## src/rtl/bfs_pkg.sv

```systemverilog
package bfs_pkg;
  typedef enum logic [1:0] {
    ST_IDLE  = 2'd0,
    ST_SHIFT = 2'd1,
    ST_FLIP  = 2'd2,
    ST_CAP   = 2'd3
  } bfs_state_e;
endpackage

```

## src/rtl/bfs_chk_calc.sv

```systemverilog
module bfs_chk_calc #(
  parameter int N = 15,
  parameter int L = 4
) (
  input  logic [N-1:0] word,
  output logic [L-1:0] chk
);
  // XOR of the one-based positions of all set bits
  always_comb begin
    chk = '0;
    for (int i = 0; i < N; i++) begin
      if (word[i]) chk = chk ^ L'(i + 1);
    end
  end
endmodule

```

## src/rtl/bfs_decoder.sv

```systemverilog
module bfs_decoder #(
  parameter int N = 15,
  parameter int L = 4
) (
  input  logic         en,
  input  logic [L-1:0] sig,
  output logic [N-1:0] flip_vec
);
  for (genvar g = 0; g < N; g++) begin : g_dec
    assign flip_vec[g] = en && (sig == L'(g + 1));
  end
endmodule

```

## src/rtl/bfs_sequencer.sv

```systemverilog
module bfs_sequencer
  import bfs_pkg::*;
#(
  parameter int N     = 15,
  parameter int L     = 4,
  parameter int CNT_W = 16
) (
  input  logic             clk,
  input  logic             rst_n,
  input  logic             tgt_valid,
  output logic             tgt_ready,
  input  logic [L-1:0]     tgt_addr,
  input  logic             tgt_last,
  input  logic [L-1:0]     recomp,
  input  logic             scan_out,
  output logic             scan_en,
  output logic             scan_bit,
  output logic             cap_pulse,
  output logic             resp_valid,
  input  logic             resp_ready,
  output logic [L-1:0]     resp_chk,
  output logic             done,
  output logic [CNT_W-1:0] cyc_count
);
  localparam int BW = $clog2(L + 1);

  bfs_state_e     state;
  logic [L-1:0]   sh_word;
  logic [BW-1:0]  bit_cnt;
  logic           pend_last;
  logic           in_pat;
  logic           addr_ok;
  logic           take;

  assign addr_ok   = (tgt_addr != '0) && (tgt_addr <= L'(N));
  assign tgt_ready = (state == ST_IDLE) && !resp_valid;
  assign take      = tgt_valid && tgt_ready;
  assign scan_en   = (state == ST_SHIFT);
  assign scan_bit  = sh_word[L-1];
  assign cap_pulse = (state == ST_CAP);

  always_ff @(posedge clk or negedge rst_n) begin
    if (!rst_n) begin
      state      <= ST_IDLE;
      sh_word    <= '0;
      bit_cnt    <= '0;
      pend_last  <= 1'b0;
      in_pat     <= 1'b0;
      resp_valid <= 1'b0;
      resp_chk   <= '0;
      done       <= 1'b0;
      cyc_count  <= '0;
    end else begin
      done <= 1'b0;
      if (resp_valid && resp_ready) resp_valid <= 1'b0;
      case (state)
        ST_IDLE: begin
          if (take) begin
            pend_last <= tgt_last;
            in_pat    <= 1'b1;
            if (!in_pat) cyc_count <= '0;
            if (addr_ok) begin
              sh_word <= tgt_addr ^ recomp;
              bit_cnt <= '0;
              state   <= ST_SHIFT;
            end else if (tgt_last) begin
              state <= ST_CAP;
            end
          end
        end
        ST_SHIFT: begin
          cyc_count <= cyc_count + 1'b1;
          sh_word   <= sh_word << 1;
          resp_chk  <= {resp_chk[L-2:0], scan_out};
          if (bit_cnt == BW'(L - 1)) begin
            state      <= ST_FLIP;
            resp_valid <= 1'b1;
          end else begin
            bit_cnt <= bit_cnt + 1'b1;
          end
        end
        ST_FLIP: begin
          cyc_count <= cyc_count + 1'b1;
          state     <= pend_last ? ST_CAP : ST_IDLE;
        end
        default: begin
          cyc_count <= cyc_count + 1'b1;
          in_pat    <= 1'b0;
          done      <= 1'b1;
          state     <= ST_IDLE;
        end
      endcase
    end
  end
endmodule

```

## src/rtl/bit_flip_scan_access.sv

```systemverilog
module bit_flip_scan_access #(
  parameter int N       = 15,
  parameter int CNT_W   = 16,
  localparam int L      = $clog2(N + 1)
) (
  input  logic             clk,
  input  logic             rst_n,
  input  logic             tgt_valid,
  output logic             tgt_ready,
  input  logic [L-1:0]     tgt_addr,
  input  logic             tgt_last,
  input  logic [N-1:0]     cap_data,
  output logic             resp_valid,
  input  logic             resp_ready,
  output logic [L-1:0]     resp_chk,
  output logic [N-1:0]     reg_q,
  output logic             scan_en,
  output logic             cap_pulse,
  output logic             done,
  output logic [CNT_W-1:0] cyc_count
);
  logic [N-1:0] data_q;
  logic [L-1:0] chk_q;
  logic [L-1:0] recomp;
  logic [L-1:0] cap_chk;
  logic [L-1:0] sig;
  logic [N-1:0] flip_vec;
  logic         scan_bit;

  bfs_chk_calc #(.N(N), .L(L)) u_live (.word(data_q),   .chk(recomp));
  bfs_chk_calc #(.N(N), .L(L)) u_cap  (.word(cap_data), .chk(cap_chk));

  assign sig = chk_q ^ recomp;

  bfs_decoder #(.N(N), .L(L)) u_dec (
    .en       (!scan_en && !cap_pulse),
    .sig      (sig),
    .flip_vec (flip_vec)
  );

  bfs_sequencer #(.N(N), .L(L), .CNT_W(CNT_W)) u_seq (
    .clk        (clk),
    .rst_n      (rst_n),
    .tgt_valid  (tgt_valid),
    .tgt_ready  (tgt_ready),
    .tgt_addr   (tgt_addr),
    .tgt_last   (tgt_last),
    .recomp     (recomp),
    .scan_out   (chk_q[L-1]),
    .scan_en    (scan_en),
    .scan_bit   (scan_bit),
    .cap_pulse  (cap_pulse),
    .resp_valid (resp_valid),
    .resp_ready (resp_ready),
    .resp_chk   (resp_chk),
    .done       (done),
    .cyc_count  (cyc_count)
  );

  always_ff @(posedge clk or negedge rst_n) begin
    if (!rst_n) begin
      data_q <= '0;
      chk_q  <= '0;
    end else if (cap_pulse) begin
      data_q <= cap_data;
      chk_q  <= cap_chk;
    end else begin
      data_q <= data_q ^ flip_vec;
      if (scan_en) chk_q <= {chk_q[L-2:0], scan_bit};
    end
  end

  assign reg_q = data_q;
endmodule

```

## config.mk

```make
export PLATFORM = sky130hd
export DESIGN_NAME = bit_flip_scan_access
export DESIGN_NICKNAME = d
export VERILOG_FILES = /design/src/rtl/bfs_pkg.sv /design/src/rtl/bfs_chk_calc.sv /design/src/rtl/bfs_decoder.sv /design/src/rtl/bfs_sequencer.sv /design/src/rtl/bit_flip_scan_access.sv
export SDC_FILE = /design/constraint.sdc
export NUM_CORES = 1
export LEC_CHECK = 0
export BUFFER_PORTS_ARGS = -buffer_cell sky130_fd_sc_hd__buf_2
export CORE_MARGIN = 5
export CORE_UTILIZATION = 40
export DETAILED_ROUTE_END_ITERATION = 6
export GPL_ROUTABILITY_DRIVEN = 0
export PLACE_DENSITY = 0.63
export SETUP_SLACK_MARGIN = 0.1
export SYNTH_ARGS = -nofsm -noshare
export SYNTH_HDL_FRONTEND = slang
export SYNTH_SLANG_ARGS = --single-unit
export TNS_END_PERCENT = 50
```

## constraint.sdc

```tcl
create_clock -name clk -period 2.81 [get_ports clk]
set_input_delay 0.4215 -clock clk [delete_from_list [all_inputs] [get_ports clk]]
set_output_delay 0.4215 -clock clk [all_outputs]
set_load 0.01 [all_outputs]
```

==> flow_metrics.py <==
metrics = {
    "worst_setup_path": {
        "path_class": "reg -> reg",
        "crit_start": "reg_q[8]",
        "r2r_setup_slack_ns": 0.30,
        "cp.required_ns": 3.04,
        "critPathArrivalTime_ns": 2.74,
        "critPathLaunchType": "flip-flop",
        "reg2reg_from": "reg_q[8]",
        "worstReg2RegEnd": "reg_q[7]",
        "cp_max_fo": 9,
        "endpoint_kind": "flip-flop",
        "r2r_cells": 6,
        "worstSetupEndpoint": "reg_q[7]",
    },
    "synthesis": {
        "syn_area_per_cell_um2": 10.2,
        "synth_compound_area_frac": 0.121,
        "ys_ff_latch": 52,
        "synth-async-reset-ratio": 1.00,
        "synth_largest_area_cell": "dfrtp_1",
        "synth_edf_count": 0,
        "syn-num-nets": 345,
        "ys_types": 47,
        "yosysMostFrequentCell": "dfrtp_1",
        "muxShareOfSynthArea": 0.0401,
        "syn-cell-area_um2": 3210,
        "syn_inst": 314,
        "synth_top_family_by_area": "XOR/XNOR gates",
        "synthFlopType": "dfrtp_1",
        "synth_commonest_cells": "dfrtp_1, xnor2_1, nor2_1, nand2_1, o21ai_0",
        "yosys.area_share.simple": 0.162,
        "synth_warnings": 0,
        "synthTopCellsByArea": "dfrtp_1, xnor2_1, xor2_1",
        "synth_seq_area_share": 0.405,
        "synthAdderAreaFrac": 0.0272,
        "synth_top_area_frac": 0.405,
        "synthXorXnorAreaFrac": 0.224,
    },
    "timing": {
        "setup_viol": 0,
        "setup_tns_ns": 0,
        "rsz0062_at_grt": "false",
        "period_share": 0.894,
        "min_period_ns": 2.51,
        "worst_pin_slew_ns": 0.923,
        "finalClockSkew_ns": 0.00537,
        "slew_headroom": 0.385,
        "clock.fmax_ghz": 0.398,
        "slew_violations": 0,
        "worst_slack_ns": 0.298,
        "hold_violations": 0,
    },
    "layout": {
        "layout-drive-gt1-share": 0.247,
        "utilization": 0.482,
        "fill_cells": 743,
        "fin_area_um2": 3750,
        "seqCellArea_um2": 1300,
        "multi_input_area_um2": 1850,
        "nets": 410,
        "syn2layout_area_growth_pct": 16.5,
        "antenna_cells": 0,
    },
    "placement": {
        "io_buffers": 63,
        "hpwlAfterDp_mm": 5.61,
        "post-place-ws_ns": 0.243,
        "placed_area_um2": 3660,
    },
    "clock_network": {
        "cts-hold-fix-buffers": 0,
        "clk_latency_ns": 0.31,
        "clk_pin_slew_worst_paths_ns": 0.09,
        "root_buffer": "clkbuf_8",
        "tritoncts": "yes",
        "clockBufferDepth": 2,
        "cts_made_buffers": 5,
        "htree_levels": 2,
        "cts_sinks": 52,
    },
    "floorplanning": {
        "io_pins": 64,
        "die_y_um": 99.6,
        "fp.coreArea_um2": 7770,
        "fp.dieW_um": 99.6,
        "die_area_um2": 9930,
        "row_count": 32,
        "start_util": 0.414,
    },
    "routing": {
        "drc": 0,
        "viasPerCell": 5.17,
        "vias": 2492,
        "wirelength_mm": 7.31,
        "ant_nets": 0,
        "dr.pass1.iters": 4,
        "wl_per_cell_um": 15.2,
        "first_iter_violations": 76,
    },
    "grt": {
        "grt_max_degree": 40,
        "grt_pass1_wl_mm": 12.2,
        "grt_pass1_vias": 2466,
        "antenna_found_initial": 0,
        "gr-total-overflow": 0,
        "grtUsageTotal": 0.152,
    },
    "worst_hold_path": {
        "hp-class": "in -> async",
    },
    "run": {
        "maxCapViolations": 0,
    },
    "run_status": {
        "status": "finished, final reports clean",
    },
}
==> cells by family after synthesis <==
family                     after synthesis
muxes                                   12
adders and majority gates                7
xor gates and xnor gates                63
AOI/OAI and AO/OA                       61
DFF                                     52
and+or+nand+nor                        101
buffers and inverters                   18
==> final cells by class <==
type,count,share of cell area
clock buffers,6,0.0194
inverters,8,0.00802
clock inverters,2,0.00434
flip-flops and latches,52,0.347
multi-input cells,244,0.493
well taps,102,0.0341
repair buffers,68,0.0942
==> cell usage in the layout, fill, tap and decap left out, types with 5 or more instances in the layout <==
cell / synthesis / final
xor2_1: 14 / 14
or3_1: 9 / 9
a21oi_1: 7 / 7
inv_1: 8 / 8
dfrtp_1: 52 / 52
or4_1: 5 / 5
a31oi_1: 11 / 11
o31ai_1: 8 / 8
mux2i_1: 5 / 5
nor2_1: 28 / 28
xnor2_1: 38 / 38
nand2_1: 23 / 23
clkbuf_8: 0 / 5
buf_2: 1 / 63
ha_1: 7 / 7
o31a_1: 6 / 6
nand3_1: 7 / 7
buf_4: 0 / 5
mux2_2: 7 / 7
o21ai_0: 21 / 21
==> per-layer routing <==
metal	vias up	GRT usage	share of wire	wire length, um
met4	0	0.0315	0.0051	37
met3	4	0.0414	0.064	469
li1	1240	-	-	-
met2	69	0.240	0.45	3300
met5	-	0	0	0
met1	1179	0.210	0.48	3500
==> critical path, stage by stage (launching register included) <==
cell     delay [ns]
dfrtp_1        0.42
xnor3_2        0.51
xnor3_4        0.55
xnor2_4        0.30
nand2_2        0.13
or3_1          0.36
a31oi_1        0.16
==> worst min path at each step <==
stage,startpoint,to,slack [ns]
after global placement,u_seq.sh_word[0],u_seq.sh_word[0],0.46
after detailed placement,u_seq.sh_word[0],u_seq.sh_word[0],0.47
final,rst_n,u_seq.cyc_count[12],0.24
after global routing,resp_ready,u_seq.resp_valid,0.29
after floorplan,rst_n,chk_q[0],0.13
after CTS,rst_n,u_seq.cyc_count[11],0.26
==> repair_timing <==
action	CTS	global route
resized for setup	0	1
endpoints found under the setup margin	0	2
buffers inserted	0	0
==> through the flow <==
| step | std cells | hold WS [ns] |
|---|---|---|
| floorplan | 314 | 0.126 |
| global placement | 474 | 0.465 |
| detailed placement | 474 | 0.472 |
| CTS | 482 | 0.263 |
| global route | 482 | 0.291 |
| finish | 482 | 0.241 |
==> flip-flops by register name, indices dropped and copies added, names as in the netlist <==
name and count:
chk_q 4, u_seq.resp_valid 1, u_seq.resp_chk 4, u_seq.cyc_count 16
reg_q 15, u_seq.pend_last 1, u_seq.in_pat 1, u_seq.bit_cnt 3
u_seq.done 1, u_seq.state 2, u_seq.sh_word 4
Power is left out: the tool's default activity adds up to more than one toggle a clock period on the data nets, which glitch-free logic cannot reach.
